==> config.mk <==
export PLATFORM = sky130hd
export DESIGN_NAME = irda_sir_encoder
export DESIGN_NICKNAME = d
export VERILOG_FILES = /design/src/rtl/irda_enc_pkg.sv /design/src/rtl/irda_enc_sync.sv /design/src/rtl/irda_enc_edge.sv /design/src/rtl/irda_enc_timer.sv /design/src/rtl/irda_enc_shaper.sv /design/src/rtl/irda_sir_encoder.sv
export SDC_FILE = /design/constraint.sdc
export NUM_CORES = 1
export LEC_CHECK = 0
export ABC_AREA = 1
export BUFFER_PORTS_ARGS = -buffer_cell sky130_fd_sc_hd__buf_2
export CORE_MARGIN = 3
export CORE_UTILIZATION = 55
export CTS_CLUSTER_DIAMETER = 120
export DETAILED_ROUTE_END_ITERATION = 10
export PLACE_DENSITY = 0.76
export SLEW_MARGIN = 20
export SYNTH_ARGS = -nofsm -noshare
export SYNTH_HDL_FRONTEND = slang
export SYNTH_HIERARCHICAL = 1
export SYNTH_SLANG_ARGS = --single-unit
export TNS_END_PERCENT = 10
==> constraint.sdc <==
create_clock -name clk -period 1.65 [get_ports clk]
set_input_delay 0.33 -clock clk [delete_from_list [all_inputs] [get_ports clk]]
set_output_delay 0.33 -clock clk [all_outputs]
set_load 0.03 [all_outputs]
==> src/rtl/irda_enc_pkg.sv <==
// Package: shared types for the serial-infrared encoder.
package irda_enc_pkg;
    typedef enum logic {
        ENC_IDLE  = 1'b0,
        ENC_FRAME = 1'b1
    } enc_state_t;
endpackage

==> src/rtl/irda_enc_sync.sv <==
// Module: irda_enc_sync
// Multi-stage synchronizer for the asynchronous serial input.
// Assumes the line idles high, so every stage resets to 1.
module irda_enc_sync #(
    parameter int STAGES = 2
) (
    input  logic clk,
    input  logic rst_n,
    input  logic d_in,
    output logic d_sync
);
    logic [STAGES-1:0] chain;

    // Shift the raw input through the synchronizer chain.
    always_ff @(posedge clk) begin
        if (!rst_n) chain <= '1;
        else        chain <= {chain[STAGES-2:0], d_in};
    end

    assign d_sync = chain[STAGES-1];
endmodule

==> src/rtl/irda_enc_edge.sv <==
// Module: irda_enc_edge
// Detects a high-to-low change on the synchronized line.
// The history flop runs even while disabled, so a line held low
// across a disable does not look like a new start edge.
module irda_enc_edge (
    input  logic clk,
    input  logic rst_n,
    input  logic enable,
    input  logic line,
    output logic fall
);
    logic line_q;

    // Keep the previous line level.
    always_ff @(posedge clk) begin
        if (!rst_n) line_q <= 1'b1;
        else        line_q <= line;
    end

    assign fall = enable && line_q && !line;
endmodule

==> src/rtl/irda_enc_timer.sv <==
// Module: irda_enc_timer
// Frame sequencer: counts strobes within a bit and bits within a frame.
// It flags the strobes that open and close the pulse window.
// Assumes start is asserted only when a frame may begin.
module irda_enc_timer
    import irda_enc_pkg::*;
#(
    parameter int SLOTS       = 16,
    parameter int FRAME_BITS  = 10,
    parameter int PULSE_START = 7,
    parameter int PULSE_LEN   = 3,
    localparam int SW = $clog2(SLOTS),
    localparam int BW = $clog2(FRAME_BITS)
) (
    input  logic          clk,
    input  logic          rst_n,
    input  logic          enable,
    input  logic          bitclk_en,
    input  logic          start,
    output logic          busy,
    output logic [SW-1:0] slot,
    output logic [BW-1:0] bit_idx,
    output logic          pulse_set,
    output logic          pulse_clr
);
    localparam logic [SW-1:0] LAST_SLOT = SW'(SLOTS - 1);
    localparam logic [BW-1:0] LAST_BIT  = BW'(FRAME_BITS - 1);
    localparam logic [SW-1:0] SET_SLOT  = SW'(PULSE_START - 1);
    localparam logic [SW-1:0] CLR_SLOT  = SW'(PULSE_START + PULSE_LEN - 1);

    enc_state_t state;

    // Frame state, slot counter and bit counter.
    always_ff @(posedge clk) begin
        if (!rst_n || !enable) begin
            state   <= ENC_IDLE;
            slot    <= '0;
            bit_idx <= '0;
        end else begin
            case (state)
                ENC_IDLE: begin
                    if (start) begin
                        state   <= ENC_FRAME;
                        slot    <= '0;
                        bit_idx <= '0;
                    end
                end
                default: begin
                    if (bitclk_en) begin
                        if (slot == LAST_SLOT) begin
                            slot <= '0;
                            if (bit_idx == LAST_BIT) begin
                                state   <= ENC_IDLE;
                                bit_idx <= '0;
                            end else begin
                                bit_idx <= bit_idx + 1'b1;
                            end
                        end else begin
                            slot <= slot + 1'b1;
                        end
                    end
                end
            endcase
        end
    end

    assign busy      = (state == ENC_FRAME);
    assign pulse_set = busy && bitclk_en && (slot == SET_SLOT);
    assign pulse_clr = busy && bitclk_en && (slot == CLR_SLOT);
endmodule

==> src/rtl/irda_enc_shaper.sv <==
// Module: irda_enc_shaper
// Drives the pulse output. The start bit is forced to zero and the
// stop bit to one; data bits use the synchronized line level.
module irda_enc_shaper #(
    parameter int FRAME_BITS = 10,
    localparam int BW = $clog2(FRAME_BITS)
) (
    input  logic          clk,
    input  logic          rst_n,
    input  logic          enable,
    input  logic          line,
    input  logic [BW-1:0] bit_idx,
    input  logic          pulse_set,
    input  logic          pulse_clr,
    output logic          txir
);
    localparam logic [BW-1:0] STOP_BIT = BW'(FRAME_BITS - 1);

    logic bit_is_zero;

    // Decide whether the current bit carries a pulse.
    always_comb begin
        if (bit_idx == '0)            bit_is_zero = 1'b1;
        else if (bit_idx == STOP_BIT) bit_is_zero = 1'b0;
        else                          bit_is_zero = !line;
    end

    // Open and close the pulse window.
    always_ff @(posedge clk) begin
        if (!rst_n || !enable)            txir <= 1'b0;
        else if (pulse_set && bit_is_zero) txir <= 1'b1;
        else if (pulse_clr)               txir <= 1'b0;
    end
endmodule

==> src/rtl/irda_sir_encoder.sv <==
// Module: irda_sir_encoder
// Top level: UART-format serial input to infrared pulse output.
// Assumes bitclk_en is a single-cycle strobe, 16 per bit period.
module irda_sir_encoder #(
    parameter int SYNC_STAGES = 2,
    parameter int SLOTS       = 16,
    parameter int FRAME_BITS  = 10,
    parameter int PULSE_START = 7,
    parameter int PULSE_LEN   = 3
) (
    input  logic clk,
    input  logic rst_n,
    input  logic enable,
    input  logic bitclk_en,
    input  logic tx,
    output logic txir
);
    localparam int SW = $clog2(SLOTS);
    localparam int BW = $clog2(FRAME_BITS);

    logic          line;
    logic          fall;
    logic          busy;
    logic [SW-1:0] slot;
    logic [BW-1:0] bit_idx;
    logic          pulse_set;
    logic          pulse_clr;

    irda_enc_sync #(.STAGES(SYNC_STAGES)) sync_i (
        .clk(clk), .rst_n(rst_n), .d_in(tx), .d_sync(line)
    );

    irda_enc_edge edge_i (
        .clk(clk), .rst_n(rst_n), .enable(enable), .line(line), .fall(fall)
    );

    irda_enc_timer #(
        .SLOTS(SLOTS), .FRAME_BITS(FRAME_BITS),
        .PULSE_START(PULSE_START), .PULSE_LEN(PULSE_LEN)
    ) timer_i (
        .clk(clk), .rst_n(rst_n), .enable(enable), .bitclk_en(bitclk_en),
        .start(fall && !busy), .busy(busy), .slot(slot), .bit_idx(bit_idx),
        .pulse_set(pulse_set), .pulse_clr(pulse_clr)
    );

    irda_enc_shaper #(.FRAME_BITS(FRAME_BITS)) shaper_i (
        .clk(clk), .rst_n(rst_n), .enable(enable), .line(line),
        .bit_idx(bit_idx), .pulse_set(pulse_set), .pulse_clr(pulse_clr),
        .txir(txir)
    );
endmodule

==> results of run 1 <==
## sequential cells by signal, indices dropped and copies added (netlist names)
register,cells
timer_i/bit_idx,4
edge_i/line_q,1
timer_i/busy,1
timer_i/slot,4
sync_i/chain,2
shaper_i/txir,1
## routing by layer
| metal | global-route usage | vias to the layer above | share of wire |
|---|---|---|---|
| li1 | - | 376 | - |
| met3 | 0.07469 | 2 | 0.043 |
| met2 | 0.2979 | 10 | 0.45 |
| met5 | 0 | - | 0 |
| met1 | 0.2231 | 307 | 0.50 |
| met4 | 0.05422 | 0 | 0.0089 |
## synthesized netlist by cell type (all sizes together)
| master | instances | area, um^2 |
|---|---|---|
| o21ai | 4 | 31.28 |
| nand4 | 2 | 12.51 |
| a21oi | 7 | 42.54 |
| inv | 23 | 86.34 |
| dfxtp | 13 | 260.3 |
| nand3 | 7 | 40.04 |
| nand2 | 34 | 132.6 |
| ha | 5 | 62.56 |
| or2 | 1 | 6.260 |
| nand3b | 1 | 7.510 |
| nor2 | 18 | 82.58 |
| nor3 | 2 | 10.01 |
## kinds of logic (layout without fill, tap and decap cells)
family / count (synthesis) / count (layout) / share of synthesized area
AND/OR/NAND/NOR: 65 / 65 / 0.3764
flip-flops: 13 / 13 / 0.3360
adder cells (fa/ha/maj): 5 / 5 / 0.08078
buffers and inverters: 23 / 32 / 0.1115
AO/OA/AOI/OAI: 11 / 11 / 0.09531
## metrics by stage
stage	hold slack (ns)	cells	instance area [um^2]	utilization
after floorplan	0.3795	117	774.5	-
final	0.2203	140	843.3	0.6934
after detailed placement	0.3920	136	817.0	0.6718
after global routing	0.2287	140	843.3	0.6934
after CTS	0.2124	140	843.3	0.6934
after global placement	0.3826	136	817.0	0.6718
## power by group
part	total [mW]	switching (mW)	internal [mW]
clock network	0.194	0.100	0.0939
logic	0.0376	0.0235	0.0141
registers	0.322	0.00425	0.318
total	0.554	0.128	0.426
## worst register-to-register path: stages, from the launching register on
cell     delay, ns
dfxtp_1       0.43
inv_1         0.07
ha_1          0.19
nand2_1       0.07
nor2_1        0.04
nor2_1        0.22
nand2_1       0.08
nand2_1       0.06
nand2_1       0.05
nor2_1        0.08
## area by class of cell
type	instances	area [um^2]	area share
Clock buffer	4	26.28	0.03116
Sequential cell	13	260.3	0.3086
Multi-Input combinational cell	81	427.9	0.5074
Tap cell	14	17.52	0.02077
Inverter	23	86.33	0.1024
Timing Repair Buffer	5	25.02	0.02967
## path summary, 6_finish.rpt
kind	slack, ns	cells past startpoint	end	start
worst min register to register	0.41	2	sync_i/chain[1]$_SDFF_PN1_	sync_i/chain[0]$_SDFF_PN1_
worst max-delay path	0.31	9	timer_i/bit_idx[1]$_SDFFE_PP0P_	timer_i/bit_idx[1]$_SDFFE_PP0P_
worst min-delay path	0.22	3	sync_i/chain[0]$_SDFF_PN1_	tx
worst max register to register	0.31	9	timer_i/bit_idx[1]$_SDFFE_PP0P_	timer_i/bit_idx[1]$_SDFFE_PP0P_
## placed cells by master (no fill, tap or decap), types with 3 or more instances in the layout
master	instances
a21oi_1	5
buf_2	5
clkbuf_4	3
dfxtp_1	13
ha_1	5
inv_1	21
nand2_1	32
nand3_1	6
nor2_1	14
nor2_2	3
==> results by group, run 1 <==
GRT
  – Largest net degree at the start of global routing: 9
  – Tot GR Track Use: 0.1839
  – First-pass GRT wire length: 2608 um
  – Overflow after GRT: 0
  – Initial antenna violation count: 0
  – Vias in the first global route: 644

Floorplan
  – Row cnt: 12
  – Die Span Y: 43.53 um
  – Die width: 43.53 um
  – Initial Utilization: 0.6368
  – Die area: 0.001894 mm^2
  – Core Box Area: 0.001216 mm^2
  – # IOs: 6

Power and ir drop
  – Tot Pwr: 0.5539 mW
  – Power Density: 656.8 mW/mm^2
  – Worst vdd ir: 563.9 uV
  – Leakage: 0.3923 nW

Clock tree
  – Root Buffer: clkbuf_4
  – Clk sinks: 13
  – Post-CTS Resized: 0
  – Post-CTS setup buffers: 0
  – CTS tree: yes
  – Total CTS buffers: 3
  – Bufs on Longest Clock Path: 2
  – Hold buffers post-CTS: 0
  – CTS H-tree lvls: 1
  – Clk slew on worst S/H paths: 0.07 ns
  – Later-pin clock latency in the skew report: 0.28 ns

Detailed routing
  – Vias: 695
  – Vias/cell: 4.964
  – Drt total wl: 1455 um
  – Remaining DRCs: 0
  – Drt initial violations: 11
  – Antenna Violating Nets Remaining: 0
  – Post-DR wirelength/cell: 10.39 um
  – Drt pass-1 iters: 4

Timing
  – Fmax: 744.2 MHz
  – # setup viols final: 0
  – Tcrit/Tclk final: 0.8143
  – Skew final: 0.003108 ns
  – Worst setup margin: 0.3063 ns
  – Tightest Pin Transition: 0.2830 ns
  – Final hold violation count: 0
  – RSZ-0062 raised after global routing: false
  – Setup TNS: 0 ns
  – Max-slew headroom: 0.8111
  – Final min period: 1.344 ns
  – Slew Viols, Final: 0

Flow run
  – Max Cap Violations: 0

Logic synthesis
  – Sequential area share after synthesis: 0.3360
  – Count of different cell masters after synthesis: 20
  – Syn nets: 127
  – Yosys warns: 6
  – Post-synthesis average cell area: 6.620 um^2
  – Cells after Synth: 117
  – Yosys reg bits: 13
  – Post-Syn Area: 774.5 um^2

Placement
  – Port Buf Inserts: 5
  – Post-detail-place hpwl: 1132 um
  – Setup WS pre-CTS: 0.3329 ns
  – RePlAce Congestion: 0.8048

Final layout
  – Share of cells above drive strength 1: 0.1587
  – Fill count: 110
  – Ant diodes: 0
  – Area Overhead vs Synth: 8.885%
  – Nets: 137

Min path
  – Worst Hold Class: in2reg

Outcome
  – Outcome: completed

Worst setup path
  – Startpoint types: register
  – WP data required: 1.87 ns
  – Max stage delay cell, worst path: dfxtp_1
  – Crit-path cells: inv_1 -> ha_1 -> nand2_1 -> nor2_1 -> nor2_1 -> nand2_1 -> nand2_1 -> nand2_1 -> nor2_1
  – Delay-heaviest family, CP: simple AND/OR/NAND/NOR gates
  – Critical path buffer and inverter count: 1
  – Crit path DAT: 1.56 ns
  – Crit path top cell by count: nand2_1
  – WS Path Type: reg2reg
  – Critical path peak fanout: 6
  – Slowest Stage Delay on Critical Path: 0.43 ns
  – Critical path endpoint category: register
No activity file was read; power rests on OpenSTA's default activity.
==> run 2: changes to the inputs <==
--- a/config.mk
+++ b/config.mk
@@ -8,10 +8,10 @@
 export ABC_AREA = 1
 export BUFFER_PORTS_ARGS = -buffer_cell sky130_fd_sc_hd__buf_2
 export CORE_MARGIN = 3
-export CORE_UTILIZATION = 55
+export CORE_UTILIZATION = 51
 export CTS_CLUSTER_DIAMETER = 120
 export DETAILED_ROUTE_END_ITERATION = 10
-export PLACE_DENSITY = 0.76
+export PLACE_DENSITY = 0.74
 export SLEW_MARGIN = 20
 export SYNTH_ARGS = -nofsm -noshare
 export SYNTH_HDL_FRONTEND = slang
==> constraint.sdc (replaced) <==
create_clock -name clk -period 1.1 [get_ports clk]
set_input_delay 0.22 -clock clk [delete_from_list [all_inputs] [get_ports clk]]
set_output_delay 0.22 -clock clk [all_outputs]
set_load 0.03 [all_outputs]
==> results by group, run 2 (synthesis gave the netlist of run 1 again) <==
Outcome
  – Outcome: finished with violations
  – Failing checks: setup timing

Final layout
  – Most frequent cells in the layout: nand2_1 (31), inv_1 (19), buf_4 (13), nor2_1 (13), dfxtp_1 (7)
  – Commonest non-fill, non-tap cell in the layout: nand2_1
  – Nets: 150 (+9.5%)
  – Ant diodes: 0 (unchanged)
  – Final instance area: 0.001005 mm^2 (+19%)
  – Top flop regs: timer_i/bit_idx (4), timer_i/slot (4), sync_i/chain (2)
  – Area Overhead vs Synth: 29.72%
  – Share of cells above drive strength 1: 0.3381 (+0.1794)

Worst setup path
  – Critical path buffer and inverter count: 0 (-1)
  – Slowest Stage Delay on Critical Path: 0.38 ns (-0.05 ns)
  – Crit path DAT: 1.31 ns (-0.25 ns)
  – Crit-path cells: ha_4 -> nand3_4 -> o21ai_4 -> nand2_1 -> nand2_1 -> nor2_1
  – Critical path peak fanout: 6 (unchanged)
  – WS Path Type: reg2reg
  – WP data required: 1.28 ns (-0.59 ns)
  – Delay-heaviest family, CP: flip-flops
  – R2r setup slk: -0.03 ns (-0.34 ns)
  – Critical path endpoint category: register
  – Startpoint types: register
  – Max stage delay cell, worst path: dfxtp_4
  – Crit path top cell by count: nand2_1

Floorplan
  – # IOs: 6 (unchanged)
  – Die area: 0.002022 mm^2 (+6.7%)
  – Row cnt: 13 (+1)
  – Die Span Y: 44.97 um (+3.3%)
  – Die width: 44.97 um (+3.3%)
  – Core Box Area: 0.001366 mm^2 (+12%)
  – Initial Utilization: 0.5669 (-0.06998)

GRT
  – Tot GR Track Use: 0.1933 (+0.009386)
  – Vias in the first global route: 734 (+14%)
  – Initial antenna violation count: 0 (unchanged)
  – Overflow after GRT: 0 (unchanged)
  – First-pass GRT wire length: 2863 um (+9.8%)
  – Largest net degree at the start of global routing: 9 (unchanged)

Placement
  – Post-detail-place hpwl: 1191 um (+5.2%)
  – Setup WS pre-CTS: -0.07332 ns (-0.4062 ns)
  – RePlAce Congestion: 0.8635 (+7.3%)
  – Port Buf Inserts: 5 (unchanged)
  – Placed cell area: 922.1 um^2 (+13%)

Detailed routing
  – Drt total wl: 1627 um (+12%)
  – Vias: 751 (+8.1%)
  – Vias/cell: 4.877 (-1.8%)
  – Remaining DRCs: 0 (unchanged)
  – Drt pass-1 iters: 4 (unchanged)
  – Antenna Violating Nets Remaining: 0 (unchanged)
  – Post-DR wirelength/cell: 10.56 um (+1.7%)
  – Drt initial violations: 14 (+3)

Timing
  – Final min period: 1.132 ns (-0.2119 ns)
  – Worst hold slack: 0.1199 ns (-0.1003 ns)
  – Slew Viols, Final: 0 (unchanged)
  – Worst setup margin: -0.03175 ns (-0.3381 ns)
  – Tightest Pin Transition: 0.2255 ns (-0.05747 ns)
  – Max-slew headroom: 0.8495 (+0.03837)
  – Setup TNS: -0.05964 ns (-0.05964 ns)
  – Skew final: 0.002422 ns (-0.0006866 ns)
  – Tcrit/Tclk final: 1.029 (+0.2145)
  – Fmax: 883.6 MHz (+19%)
  – Final hold violation count: 0 (unchanged)
  – # setup viols final: 4 (+4)
  – RSZ-0062 raised after global routing: true

Clock tree
  – CTS tree: yes
  – Total CTS buffers: 3 (unchanged)
  – Clk sinks: 13 (unchanged)
  – Root Buffer: clkbuf_4
  – CTS H-tree lvls: 1 (unchanged)
  – Clk slew on worst S/H paths: 0.08 ns (about the same)
  – Later-pin clock latency in the skew report: 0.28 ns (about the same)
  – Hold buffers post-CTS: 0 (unchanged)
  – Bufs on Longest Clock Path: 2 (unchanged)

Power and ir drop
  – Switching share of power: 0.2459 (+0.01504)
  – Seq pwr share: 0.564 (-0.018)
  – Tot Pwr: 0.8398 mW (+52%)
  – Internal: 0.6333 mW (+49%)
  – Power Density: 835.9 mW/mm^2 (+27%)
  – Combinational Power Share: 0.084 (+0.016)
  – Leakage: 0.4631 nW (+18%)
  – Net switching power: 0.2065 mW (+62%)
  – Worst vdd ir: 619.9 uV (+9.9%)
  – Clock share of power: 0.352 (+0.002)

Min path
  – Worst Hold Class: in2reg

Flow run
  – Max Cap Violations: 0 (unchanged)
-- run 2: power by group through the flow --
stage	clock, mW	sequential, mW	combinational [mW]
after detailed placement	0	0.491	0.0678
final	0.295	0.474	0.0709
after global routing	0.323	0.474	0.0822
after CTS	0.303	0.475	0.0689
after global placement	0	0.490	0.0662
after floorplan	0	0.491	0.0389
-- run 2: tightest hold or removal path, stage by stage --
cell and delay [ns]:
buf_2 0.08, inv_1 0.03, nand2_1 0.04
-- run 2: per-stage QoR --
step                      utilization  instances
after CTS                      0.7179        154
after detailed placement       0.6749        147
after global placement         0.6749        147
after global routing           0.7353        154
final                          0.7353        154
after floorplan                     -        117
-- run 2: metal layers --
| metal | routed length [um] | vias to the layer above | GRT usage |
|---|---|---|---|
| met1 | 688 | 327 | 0.1976 |
| met5 | 0 | - | 0 |
| met2 | 840 | 17 | 0.3418 |
| li1 | - | 403 | - |
| met3 | 72 | 4 | 0.06773 |
| met4 | 25 | 0 | 0.09942 |
-- run 2: cell type report --
class	instances	area, um^2
inverter	23	88.84
clock buffer	3	22.52
fill	114	361.6
sequential	13	277.8
timing repair buffer	18	122.6
multi-input combinational	81	469.2
tap	15	18.77
clock inverter	1	5.005
-- run 2: path summary, 6_finish.rpt --
path | to | cells after the start | start
worst max-delay path | timer_i/bit_idx[2]$_SDFFE_PP0P_ | 6 | timer_i/slot[1]$_SDFFE_PP0P_
worst max register to register | timer_i/bit_idx[2]$_SDFFE_PP0P_ | 6 | timer_i/slot[1]$_SDFFE_PP0P_
worst min-delay path | sync_i/chain[0]$_SDFF_PN1_ | 3 | tx
worst min register to register | sync_i/chain[1]$_SDFF_PN1_ | 2 | sync_i/chain[0]$_SDFF_PN1_
-- run 2: repair_timing --
item | 4_1_cts | 5_1_grt
pin swaps | 10 | 0
resized for setup | 6 | 7
buffers inserted | 3 | 0
setup endpoints to repair | 7 | 9
==> run 3: changes to the inputs <==
--- a/config.mk
+++ b/config.mk
@@ -6,12 +6,14 @@
 export NUM_CORES = 1
 export LEC_CHECK = 0
 export ABC_AREA = 1
+export ABC_CLOCK_PERIOD_IN_PS = 1100
 export BUFFER_PORTS_ARGS = -buffer_cell sky130_fd_sc_hd__buf_2
 export CORE_MARGIN = 3
 export CORE_UTILIZATION = 51
 export CTS_CLUSTER_DIAMETER = 120
 export DETAILED_ROUTE_END_ITERATION = 10
-export PLACE_DENSITY = 0.74
+export MAX_ROUTING_LAYER = met4
+export PLACE_DENSITY = 0.72
 export SLEW_MARGIN = 20
 export SYNTH_ARGS = -nofsm -noshare
 export SYNTH_HDL_FRONTEND = slang
==> results by group, run 3 (synthesis gave the netlist of run 1 again) <==
GRT
  – Largest net degree at the start of global routing: 8 (-1)
  – Initial antenna violation count: 0 (unchanged)
  – Vias in the first global route: 669 (-8.9%)
  – Tot GR Track Use: 0.1774 (-0.01592)
  – First-pass GRT wire length: 2546 um (-11%)
  – Overflow after GRT: 0 (unchanged)

Detailed routing
  – Antenna Violating Nets Remaining: 0 (unchanged)
  – Drt pass-1 iters: 4 (unchanged)
  – Vias/cell: 4.778 (-2.0%)
  – Remaining DRCs: 0 (unchanged)
  – Post-DR wirelength/cell: 9.725 um (-7.9%)
  – Drt initial violations: 23 (+9)
  – Drt total wl: 1488 um (-8.5%)
  – Vias: 731 (-2.7%)

Final layout
  – Finished Layout Cells: 153 (-0.65%)
  – Final core utilization: 0.7271 (-0.008242)
  – Commonest non-fill, non-tap cell in the layout: nand2_1
  – Final instance area: 993.5 um^2 (-1.1%)
  – Top flop regs: timer_i/bit_idx (4), timer_i/slot (4), sync_i/chain (2)
  – Share of cells above drive strength 1: 0.3188 (-0.01929)
  – Most frequent cells in the layout: nand2_1 (32), inv_1 (20), buf_4 (12)
  – Area Overhead vs Synth: 28.27%
  – Ant diodes: 0 (unchanged)
  – Fill count: 118 (+3.5%)
  – Nets: 149 (-0.67%)

Worst setup path
  – Critical path peak fanout: 6 (unchanged)
  – Startpoint types: register
  – WP data required: 1.27 ns (about the same)
  – Crit path DAT: 1.30 ns (about the same)
  – Crit path top cell by count: nand2_1
  – Crit-path cells: ha_4 -> nand3_4 -> o21ai_4 -> nand2_1 -> nand2_1 -> nor2_1
  – Slowest Stage Delay on Critical Path: 0.38 ns (about the same)
  – Critical path endpoint category: register
  – WS Path Type: reg2reg
  – Max stage delay cell, worst path: dfxtp_4

Floorplan
  – Die area: 0.002022 mm^2 (unchanged)
  – Die Span Y: 44.97 um (unchanged)
  – Row cnt: 13 (unchanged)
  – Initial Utilization: 0.5669 (unchanged)
  – Core Box Area: 0.001366 mm^2 (unchanged)
  – Die width: 44.97 um (unchanged)
  – # IOs: 6 (unchanged)

Placement
  – RePlAce Congestion: 0.8372 (-3.0%)
  – Placed Cells: 148 (+0.68%)
  – Setup WS pre-CTS: -0.08071 ns (-0.007390 ns)
  – Placed cell area: 929.6 um^2 (+0.81%)
  – Post-detail-place hpwl: 1141 um (-4.2%)
  – Port Buf Inserts: 5 (unchanged)

Timing
  – Skew final: 0.003895 ns (+0.001473 ns)
  – Tightest Pin Transition: 0.2158 ns (-0.009733 ns)
  – Slew Viols, Final: 0 (unchanged)
  – # setup viols final: 4 (unchanged)
  – Max-slew headroom: 0.8560 (+0.006498)
  – Final hold violation count: 0 (unchanged)
  – RSZ-0062 raised after global routing: true
  – Tcrit/Tclk final: 1.024 (-0.004401)
  – Worst hold slack: 0.1242 ns (+0.004262 ns)
  – Worst setup margin: -0.02691 ns (+0.004841 ns)
  – Final min period: 1.127 ns (-0.004841 ns)
  – Fmax: 887.4 MHz (+0.43%)

Clock tree
  – Later-pin clock latency in the skew report: 0.27 ns (about the same)
  – Total CTS buffers: 3 (unchanged)
  – Clk slew on worst S/H paths: 0.08 ns (about the same)
  – Root Buffer: clkbuf_4
  – Clk sinks: 13 (unchanged)
  – Bufs on Longest Clock Path: 2 (unchanged)
  – CTS tree: yes
  – CTS H-tree lvls: 1 (unchanged)

Power and ir drop
  – Worst vdd ir: 650.8 uV (+5.0%)
  – Leakage: 0.4572 nW (-1.3%)
  – Power Density: 842.4 mW/mm^2 (+0.79%)

Outcome
  – Failing checks: setup timing
  – Outcome: finished with violations

Flow run
  – Max Cap Violations: 0 (unchanged)

Min path
  – Worst Hold Class: in2reg
run 3: cell types whose count changed in the layout (fill, tap and decap cells not counted), moves of 2 or more:
| cell | before | now |
|---|---|---|
| nor2_1 | 13 | 11 |
| dfxtp_1 | 7 | 9 |
| nand2_2 | 3 | 1 |
| dfxtp_2 | 2 | 0 |
| nor2_2 | 4 | 6 |
| ha_2 | 0 | 2 |
run 3: per-stage QoR:
| stage | power, mW | setup TNS, ns |
|---|---|---|
| after floorplan | 0.5299 | -0.01937 |
| after global routing | 0.8845 | -0.6552 |
| after detailed placement | 0.5582 | -0.2919 |
| after global placement | 0.5567 | -0.1457 |
| final | 0.8369 | -0.08973 |
| after CTS | 0.8510 | -0.07997 |
run 3: where the power goes:
group / total (mW) / internal (mW) / switching, mW
sequential: 0.473 / 0.468 / 0.00480
combinational: 0.0704 / 0.0299 / 0.0405
clock: 0.293 / 0.140 / 0.153
total: 0.837 / 0.639 / 0.198
run 3: layer usage:
layer / part of all wire / global-route usage / vias up
li1: - / - / 401
met1: 0.42 / 0.2010 / 317
met2: 0.55 / 0.2938 / 11
met3: 0.022 / 0.04781 / 2
met4: 0.0067 / 0.07018 / 0
met5: 0 / - / -
run 3: what timing repair did:
| item | 4_1_cts | 5_1_grt |
|---|---|---|
| hold buffers | 0 | 0 |
| endpoints found under the setup margin | 7 | 10 |
| hold endpoints to repair | 0 | 0 |
| gates resized for setup | 5 | 7 |
| pin swaps | 6 | 0 |
| buffers inserted | 1 | 0 |
run 3: path summary, 6_finish.rpt:
kind                                startpoint                               to  slack (ns)  cells after the start
hold / removal                              tx       sync_i/chain[0]$_SDFF_PN1_        0.12                      3
setup reg to reg  timer_i/slot[1]$_SDFFE_PP0P_  timer_i/bit_idx[2]$_SDFFE_PP0P_       -0.03                      6
setup / recovery  timer_i/slot[1]$_SDFFE_PP0P_  timer_i/bit_idx[2]$_SDFFE_PP0P_       -0.03                      6
hold reg to reg     sync_i/chain[0]$_SDFF_PN1_       sync_i/chain[1]$_SDFF_PN1_        0.41                      2
run 3: layout make-up:
cell class,count,area [um^2],area share
Inverter,23,88.84,0.08942
Multi-Input combinational cell,81,469.2,0.4723
Tap cell,15,18.77,0.01889
Sequential cell,13,275.3,0.2771
Clock buffer,4,26.28,0.02645
Timing Repair Buffer,17,115.1,0.1159
run 3: worst max-delay path: cells and delay by family, from the launching register on:
family	cells	cell delay (ns)
flops	1	0.38
simple gates	4	0.29
compound gates	1	0.21
fa+ha+maj	1	0.15
